[src/rtl/amux_pkg.sv]
package amux_pkg;
  typedef enum logic [1:0] {
    SQ_IDLE = 2'd0,
    SQ_ON   = 2'd1,
    SQ_GAP  = 2'd2
  } seq_state_t;
endpackage

[src/rtl/amux_req_hold.sv]
module amux_req_hold #(
  parameter int AW = 4
) (
  input  logic          clk,
  input  logic          rst_n,
  input  logic          strobe,
  input  logic [AW-1:0] addr,
  input  logic          en,
  input  logic          cs_hi,
  input  logic          cs_lo_n,
  output logic [AW-1:0] held_addr,
  output logic          held_on
);
  logic [AW-1:0] addr_nxt;
  logic          on_nxt;

  // Capture only while the strobe is high; otherwise hold.
  always_comb begin
    addr_nxt = held_addr;
    on_nxt   = held_on;
    if (strobe) begin
      addr_nxt = addr;
      on_nxt   = en & cs_hi & ~cs_lo_n;
    end
  end

  always_ff @(posedge clk or negedge rst_n) begin
    if (!rst_n) begin
      held_addr <= '0;
      held_on   <= 1'b0;
    end else begin
      held_addr <= addr_nxt;
      held_on   <= on_nxt;
    end
  end
endmodule

[src/rtl/amux_bbm_seq.sv]
module amux_bbm_seq
  import amux_pkg::*;
#(
  parameter int AW         = 4,
  parameter int BBM_CYCLES = 2
) (
  input  logic          clk,
  input  logic          rst_n,
  input  logic [AW-1:0] tgt_addr,
  input  logic          tgt_on,
  output logic          drv_on,
  output logic [AW-1:0] drv_addr
);
  localparam int GW = (BBM_CYCLES > 1) ? $clog2(BBM_CYCLES) : 1;
  localparam logic [GW-1:0] GAP_LOAD = GW'(BBM_CYCLES - 1);

  seq_state_t    st_q, st_d;
  logic [AW-1:0] addr_q, addr_d;
  logic [GW-1:0] cnt_q, cnt_d;

  always_comb begin
    st_d   = st_q;
    addr_d = addr_q;
    cnt_d  = cnt_q;
    unique case (st_q)
      SQ_IDLE: begin
        if (tgt_on) begin
          st_d   = SQ_ON;
          addr_d = tgt_addr;
        end
      end
      SQ_ON: begin
        if (!tgt_on || (tgt_addr != addr_q)) begin
          st_d  = SQ_GAP;
          cnt_d = GAP_LOAD;
        end
      end
      SQ_GAP: begin
        if (cnt_q != '0) begin
          cnt_d = cnt_q - GW'(1);
        end else if (tgt_on) begin
          st_d   = SQ_ON;
          addr_d = tgt_addr;
        end else begin
          st_d = SQ_IDLE;
        end
      end
      default: st_d = SQ_IDLE;
    endcase
  end

  always_ff @(posedge clk or negedge rst_n) begin
    if (!rst_n) begin
      st_q   <= SQ_IDLE;
      addr_q <= '0;
      cnt_q  <= '0;
    end else begin
      st_q   <= st_d;
      addr_q <= addr_d;
      cnt_q  <= cnt_d;
    end
  end

  assign drv_on   = (st_q == SQ_ON);
  assign drv_addr = addr_q;
endmodule

[src/rtl/amux_gate_decode.sv]
module amux_gate_decode #(
  parameter int NUM_CH = 16
) (
  input  logic                      drv_on,
  input  logic [$clog2(NUM_CH)-1:0] drv_addr,
  output logic [NUM_CH-1:0]         ser_a,
  output logic [NUM_CH-1:0]         ser_b,
  output logic [NUM_CH-1:0]         shunt,
  output logic [1:0]                bank_sw,
  output logic                      sel_active
);
  localparam int AW      = $clog2(NUM_CH);
  localparam int BANK_SZ = NUM_CH / 2;

  logic [NUM_CH-1:0] ch_on;

  for (genvar i = 0; i < NUM_CH; i++) begin : g_tsw
    assign ch_on[i] = drv_on && (drv_addr == AW'(i));
    assign ser_a[i] = ch_on[i];
    assign ser_b[i] = ch_on[i];
    assign shunt[i] = ~ch_on[i];
  end

  for (genvar b = 0; b < 2; b++) begin : g_bank
    assign bank_sw[b] = |ch_on[b*BANK_SZ +: BANK_SZ];
  end

  assign sel_active = drv_on;
endmodule

[src/rtl/amux_gate_ctrl.sv]
module amux_gate_ctrl #(
  parameter int NUM_CH     = 16,
  parameter int BBM_CYCLES = 2
) (
  input  logic                      clk,
  input  logic                      rst_n,
  input  logic                      strobe,
  input  logic [$clog2(NUM_CH)-1:0] addr,
  input  logic                      en,
  input  logic                      cs_hi,
  input  logic                      cs_lo_n,
  output logic [NUM_CH-1:0]         ser_a,
  output logic [NUM_CH-1:0]         ser_b,
  output logic [NUM_CH-1:0]         shunt,
  output logic [1:0]                bank_sw,
  output logic                      sel_active
);
  localparam int AW = $clog2(NUM_CH);

  logic [AW-1:0] held_addr, drv_addr;
  logic          held_on, drv_on;

  amux_req_hold #(.AW(AW)) u_hold (
    .clk(clk), .rst_n(rst_n), .strobe(strobe), .addr(addr),
    .en(en), .cs_hi(cs_hi), .cs_lo_n(cs_lo_n),
    .held_addr(held_addr), .held_on(held_on)
  );

  amux_bbm_seq #(.AW(AW), .BBM_CYCLES(BBM_CYCLES)) u_seq (
    .clk(clk), .rst_n(rst_n), .tgt_addr(held_addr), .tgt_on(held_on),
    .drv_on(drv_on), .drv_addr(drv_addr)
  );

  amux_gate_decode #(.NUM_CH(NUM_CH)) u_dec (
    .drv_on(drv_on), .drv_addr(drv_addr),
    .ser_a(ser_a), .ser_b(ser_b), .shunt(shunt),
    .bank_sw(bank_sw), .sel_active(sel_active)
  );
endmodule

[config.mk]
export PLATFORM = sky130hd
export DESIGN_NAME = amux_gate_ctrl
export DESIGN_NICKNAME = d
export VERILOG_FILES = /design/src/rtl/amux_pkg.sv /design/src/rtl/amux_req_hold.sv /design/src/rtl/amux_bbm_seq.sv /design/src/rtl/amux_gate_decode.sv /design/src/rtl/amux_gate_ctrl.sv
export SDC_FILE = /design/constraint.sdc
export NUM_CORES = 1
export LEC_CHECK = 0
export BUFFER_PORTS_ARGS = -buffer_cell sky130_fd_sc_hd__buf_2
export CAP_MARGIN = 20
export CORE_AREA = 5 5 52 54
export CTS_BUF_LIST = sky130_fd_sc_hd__clkbuf_2 sky130_fd_sc_hd__clkbuf_4 sky130_fd_sc_hd__clkbuf_8
export CTS_CLUSTER_DIAMETER = 50
export DETAILED_ROUTE_END_ITERATION = 10
export DIE_AREA = 0 0 57 59
export HOLD_SLACK_MARGIN = 0.12
export PLACE_DENSITY = 0.78
export SYNTH_ARGS = -nofsm -noshare
export SYNTH_HDL_FRONTEND = slang
export SYNTH_SLANG_ARGS = --single-unit
[constraint.sdc]
create_clock -name clk -period 1.8 [get_ports clk]
set_clock_uncertainty 0.15 [all_clocks]
set_input_delay 0.18 -clock clk [delete_from_list [all_inputs] [get_ports clk]]
set_output_delay 0.18 -clock clk [all_outputs]
set_load 0.01 [all_outputs]
* Word level (Yosys, flattened, before mapping)
Cells that the tools add are included.
** Storage, ports and cells
- Register bits :: 12
- Logic and storage cells :: 84
- Input bits :: 10
- Output and inout bits :: 51
** Operators by class
- Multiplexer cells :: 11
- Equality and inequality tests :: 21
- $add $sub $neg :: 1
- Reduce and logical (&&, ||, !) cells :: 27
- Bitwise operators :: 19
** Operators by type and width (count)
- equality test 4 bit (second input constant) :: 8
- NOT 1 bit :: 17
- equality test 4 x 3 -> 1 bit (second input constant) :: 4
- logical AND 1 bit :: 16
- OR reduction 8 bit :: 2
- equality test 4 x 2 -> 1 bit (second input constant) :: 2
- 2-to-1 mux 4 bit :: 2
- case mux 4 bit (2 select lines) :: 1
- 2-to-1 mux 2 bit :: 3
- != test 2 bit (second input constant) :: 3
- case mux 2 bit (3 select lines) :: 1
- equality test 4 x 1 -> 1 bit (second input constant) :: 1
- logical NOT 4 bit :: 1
- != test 4 bit :: 1
- AND reduction 2 bit :: 2
- nonzero test 2 bit :: 2
- 2-to-1 mux 1 bit :: 3
- AND reduction 3 bit :: 1
- bitwise AND 1 bit :: 2
- equality test 2 x 1 -> 1 bit (second input constant) :: 1
- equality test 2 bit (second input constant) :: 1
- logical NOT 2 bit :: 1
- case mux 1 bit (2 select lines) :: 1
- logical NOT 1 bit :: 1
- 2 further kinds :: 2

* Depth between registers and ports, before layout
- Word-level depth :: 4
- Depth in mapped cells :: 6
- Gate-level depth less buffers :: 5

* Cells and area by module
A second synthesis with hierarchy kept.
** Second synthesis, totals
- Cell total of the unflattened synthesis :: 106
- Area, all modules :: 900.9 um^2
** By module, submodules not included
- amux_gate_decode :: seq. area each 0.0 um^2, cells each 67, area an instance 381.6 um^2, instances 1
- amux_bbm_seq :: seq. area each 175.2 um^2, cells each 27, area an instance 331.6 um^2, instances 1
- amux_req_hold :: seq. area each 125.1 um^2, cells each 12, area an instance 187.7 um^2, instances 1

* Worst setup path after synthesis
Ideal clock, no wire load.
- Path kind :: flip-flop to output port
- From :: reg u_seq.st_q[1]
- To :: out ser_b[8]
- Arrival time :: 1432 ps
- Required time :: 1470 ps
- Stages on the path, launching flop included :: 7
- Setup slack :: 38 ps
- Buffers on the path :: 1
- Path through :: dfrtp_1 -> nand2b_4 -> inv_2 -> and2_4 -> nand2b_2 -> nor3_1 -> buf_4
** On the way
- Word-level cells in the longest chain between the ends :: 2
** Ends and longest elaborated chain
- start: declaration :: RTL line amux_bbm_seq.sv:17 : seq_state_t st_q, st_d;
- start signal: assignment :: RTL line amux_bbm_seq.sv:58 : st_q <= st_d;
- equality test 2 x 1 -> 1 bit :: RTL line amux_bbm_seq.sv:64 : assign drv_on = (st_q == SQ_ON);
- named net sel_active :: RTL line amux_gate_ctrl.sv:16 : output logic sel_active
- logical AND 1 bit :: RTL line amux_gate_decode.sv:18 : assign ch_on[i] = drv_on && (drv_addr == AW'(i));
- end: declaration :: RTL line amux_gate_ctrl.sv:13 : output logic [NUM_CH-1:0] ser_b,
The timed path passes the listed nets, and every way through them passes these cells.

* Worst setup path after layout
- From :: reg u_seq.st_q[1]
- To :: out shunt[11]
** On the way
- Word-level cells in the longest chain between the ends :: 3
** Ends and longest elaborated chain
- equality test 2 x 1 -> 1 bit :: RTL line amux_bbm_seq.sv:64
- logical AND 1 bit :: RTL line amux_gate_decode.sv:18
- NOT 1 bit :: RTL line amux_gate_decode.sv:21 : assign shunt[i] = ~ch_on[i];
- end: declaration :: RTL line amux_gate_ctrl.sv:14 : output logic [NUM_CH-1:0] shunt,
Every way passes these cells.

==> results.md <==
* Kind of critical path: reg -> out
* Area grow syn2layout at 48.7%
* Worst-path clk slew at 0.07 ns
* Port Buf Inserts at 60
* Syn nets at 112
* Synthesized area at 887 um2
* Synth warn at 0
* Die area at 3360 um2
* FMAX at 564 MHz
* Slew @ Worst Pin at 0.312 ns
* Placed Area at 1090 um2
* Total Routing Usage GR at 12.9%
* Cell variety after synth at 28
* Sequential Power Share at 48.8%
* First-pass GRT wire length at 3.46 mm
* RSZ-0062 raised after global routing: yes
* Worst r2r src: u_seq.st_q[1]
* CTS tree: built
* CP Buf/Inv Count at 2
* Maximum buffer depth of the clock tree at 2
* Largest net degree at the start of global routing at 15
* Hold Slack at 0.165 ns
* Pre-antenna DRT Iters at 4
* # DRC at 0
* Flop2flop setup slack at 0.19 ns
* Core area at 2170 um2
* Crit path max fanout at 5
* Crit path depth at 6
* Clock power frac at 14.7%
* Post-DP HPWL at 1.83 mm
* Worst slack, placed at 0.218 ns
* #FFs+latches synth at 12
* R2R depth at 4
* Slew Limit Fails at 0
* R2r endpoint: u_seq.drv_addr[3]
* Rel. slew slack at 79.2%
* Worst path arrival time at 1.44 ns
* Syn avg cell area at 8.70 um2
* Die Height at 59 um
* Vias in the first global route at 813
* Post-synthesis cell count at 102
* Nets@finish at 174
* Final min period at 1.77 ns
* Number of fill cells in the layout at 193
* Most frequent cell after synthesis: buf_4
* Slowest Stage Delay on Critical Path at 0.38 ns
* P_leak at 0.713 nW
* Comb pwr share at 36.6%
* CTS root buf: clkbuf_4
* CTS buffer count at 3
* Sequential area share after synthesis at 33.9%
* # diodes at 0
* Cell chain of the critical path: nand2b_4 -> inv_4 -> and2_4 -> and2b_4 -> nand3_2 -> buf_6
* RD Place Congestion at 0.835
* Vias/cell at 4.77
* Initial antenna violation count at 0
* Initial drt markers at 23
* Leading area contributor after synthesis: dfrtp_1
* Commonest cells post-synth: buf_4 (16), nand2_1 (14), dfrtp_1 (12)
* Overall Power at 1.05 mW
* Fraction of registers with async set/reset at 100%
* Vias after detailed routing at 906
* Final period util at 98.5%
* Worst vdd ir at 0.000564 V
* Crit path required time at 1.47 ns
* Fin area at 1320 um2
* Initial Util at 40.9%
* Rows at 17
* Cell Pwr Density at 798 nW/um2
* Worst-Skew Late Latency at 0.26 ns
* Setup crit end kind: primary output
* Delay-heaviest family, CP: simple AND/OR/NAND/NOR gates
* Max_cap viols at 0
* WL final at 2.44 mm
* Status: finished clean
* Setup ws final at 0.0266 ns
* Slowest-stage cell, CP: dfrtp_1
* Routed len/inst at 12.8 um
* Largest cells by area after synthesis: dfrtp_1 (34%), buf_4 (14%), mux2_2 (10%)
* CP Launch Type: flip-flop
* Final count of negative-setup-slack endpoints at 0
* Chip width at 57 um
* Remaining Overflow, GRT at 0
* Top FF cell, synth: dfrtp_1
* Hold Path Class: in -> async
* Internal cell power at 632 uW
* CP startpoint: u_seq.st_q[1]
* Layout Utilization at 60.8%
* Yosys top cell area share at 33.9%
* Switch share at 39.9%
* Antenna Violating Nets Remaining at 0
* Layout cells sized above 1 at 59.9%
* Post-synth EDFFs at 0
* Final hold violation count at 0
* Num ports at 61
* Clk sinks at 12
* H-tree depth at 1
* CP endpoint: shunt[11]
* Net load switching power at 420 uW
power by group through the flow:
stage	Clock, mW	Combinational [mW]	Sequential [mW]
finish	0.154	0.385	0.513
floorplan	0	0.301	0.417
detailed placement	0	0.310	0.487
global placement	0	0.301	0.479
CTS	0.160	0.348	0.486
global route	0.172	0.415	0.532
cell families (layout without fill, tap and decap cells):
kind of cell / Yosys count / in the layout / synth area share (%)
AOI/OAI and AO/OA: 6 / 6 / 5.36
xor gates and xnor gates: 4 / 4 / 3.95
and+or+nand+nor: 43 / 43 / 27.4
buffers and inverters: 29 / 89 / 19.3
muxes: 8 / 8 / 10.2
DFF: 12 / 12 / 33.9
cells in the final DEF, fill, tap and decap left out:
cell type / synthesis / routed
a211oi_4: 1 / 1
a21o_1: 1 / 1
and2_4: 1 / 2
and2b_4: 1 / 1
and3_4: 0 / 1
buf_2: 2 / 58
buf_4: 16 / 4
buf_6: 0 / 1
clkbuf_4: 0 / 3
dfrtp_1: 12 / 8
dfrtp_2: 0 / 4
dlygate4sd3_1: 0 / 12
inv_1: 10 / 10
inv_4: 0 / 1
mux2_2: 8 / 8
nand2_1: 14 / 13
nand2_2: 0 / 1
nand2b_1: 2 / 2
nand2b_4: 1 / 2
nand3_1: 4 / 4
nand3_2: 1 / 1
nand3b_1: 1 / 1
nand4b_1: 1 / 1
nor2_1: 8 / 5
nor2_2: 0 / 3
nor2b_2: 0 / 2
nor3_2: 3 / 2
nor3_4: 0 / 2
o21ai_0: 2 / 2
o21ai_1: 2 / 2
xnor2_1: 3 / 3
xor2_1: 1 / 1
through the flow:
stage	setup TNS, ns	cells
2_1_floorplan	0	102
3_3_place_gp	0	172
3_5_place_dp	0	172
4_1_cts	0	188
5_1_grt	-0.313	190
6_report	0	190
flip-flops by register name, summed over array words and instances, names as in the netlist:
name and flops:
u_seq.drv_addr 4, u_seq.st_q 2, u_seq.cnt_q 1, u_hold.held_addr 4, u_hold.held_on 1
area by class of cell:
type | count | area [um2] | share of cell area (%)
multi-input cells | 61 | 460 | 34.9
flip-flops and latches | 12 | 305 | 23.2
inverters | 11 | 43.8 | 3.32
clock buffers | 3 | 22.5 | 1.71
well taps | 28 | 35.0 | 2.66
repair buffers | 75 | 452 | 34.3
per-layer routing:
layer / global-route usage, % / wire length (um) / vias up
met2: 27.2 / 1310 / 58
met1: 11.7 / 817 / 413
met4: 3.97 / 29 / 0
met5: 0 / 0 / -
met3: 3.27 / 284 / 4
li1: - / - / 431
worst min path at each step:
stage	startpoint	end	slack, ns	depth (start not counted)
final	rst_n	u_hold.held_addr[0]	0.17	2
after global routing	rst_n	u_hold.held_addr[0]	0.21	2
after CTS	rst_n	u_hold.held_addr[0]	0.17	2
after detailed placement	rst_n	u_hold.held_addr[0]	-0.08	1
after global placement	rst_n	u_hold.held_addr[0]	-0.09	1
after floorplan	rst_n	u_hold.held_addr[0]	-0.27	0
what timing repair did:
action / 4_1_cts / 5_1_grt
pin swaps: 0 / 1
resized for setup: 4 / 16
hold buffers: 12 / 0
endpoints found under the hold margin: 17 / 0
endpoints found under the setup margin: 36 / 41
buffers inserted: 1 / 2
(Power assumes the default switching activity.)
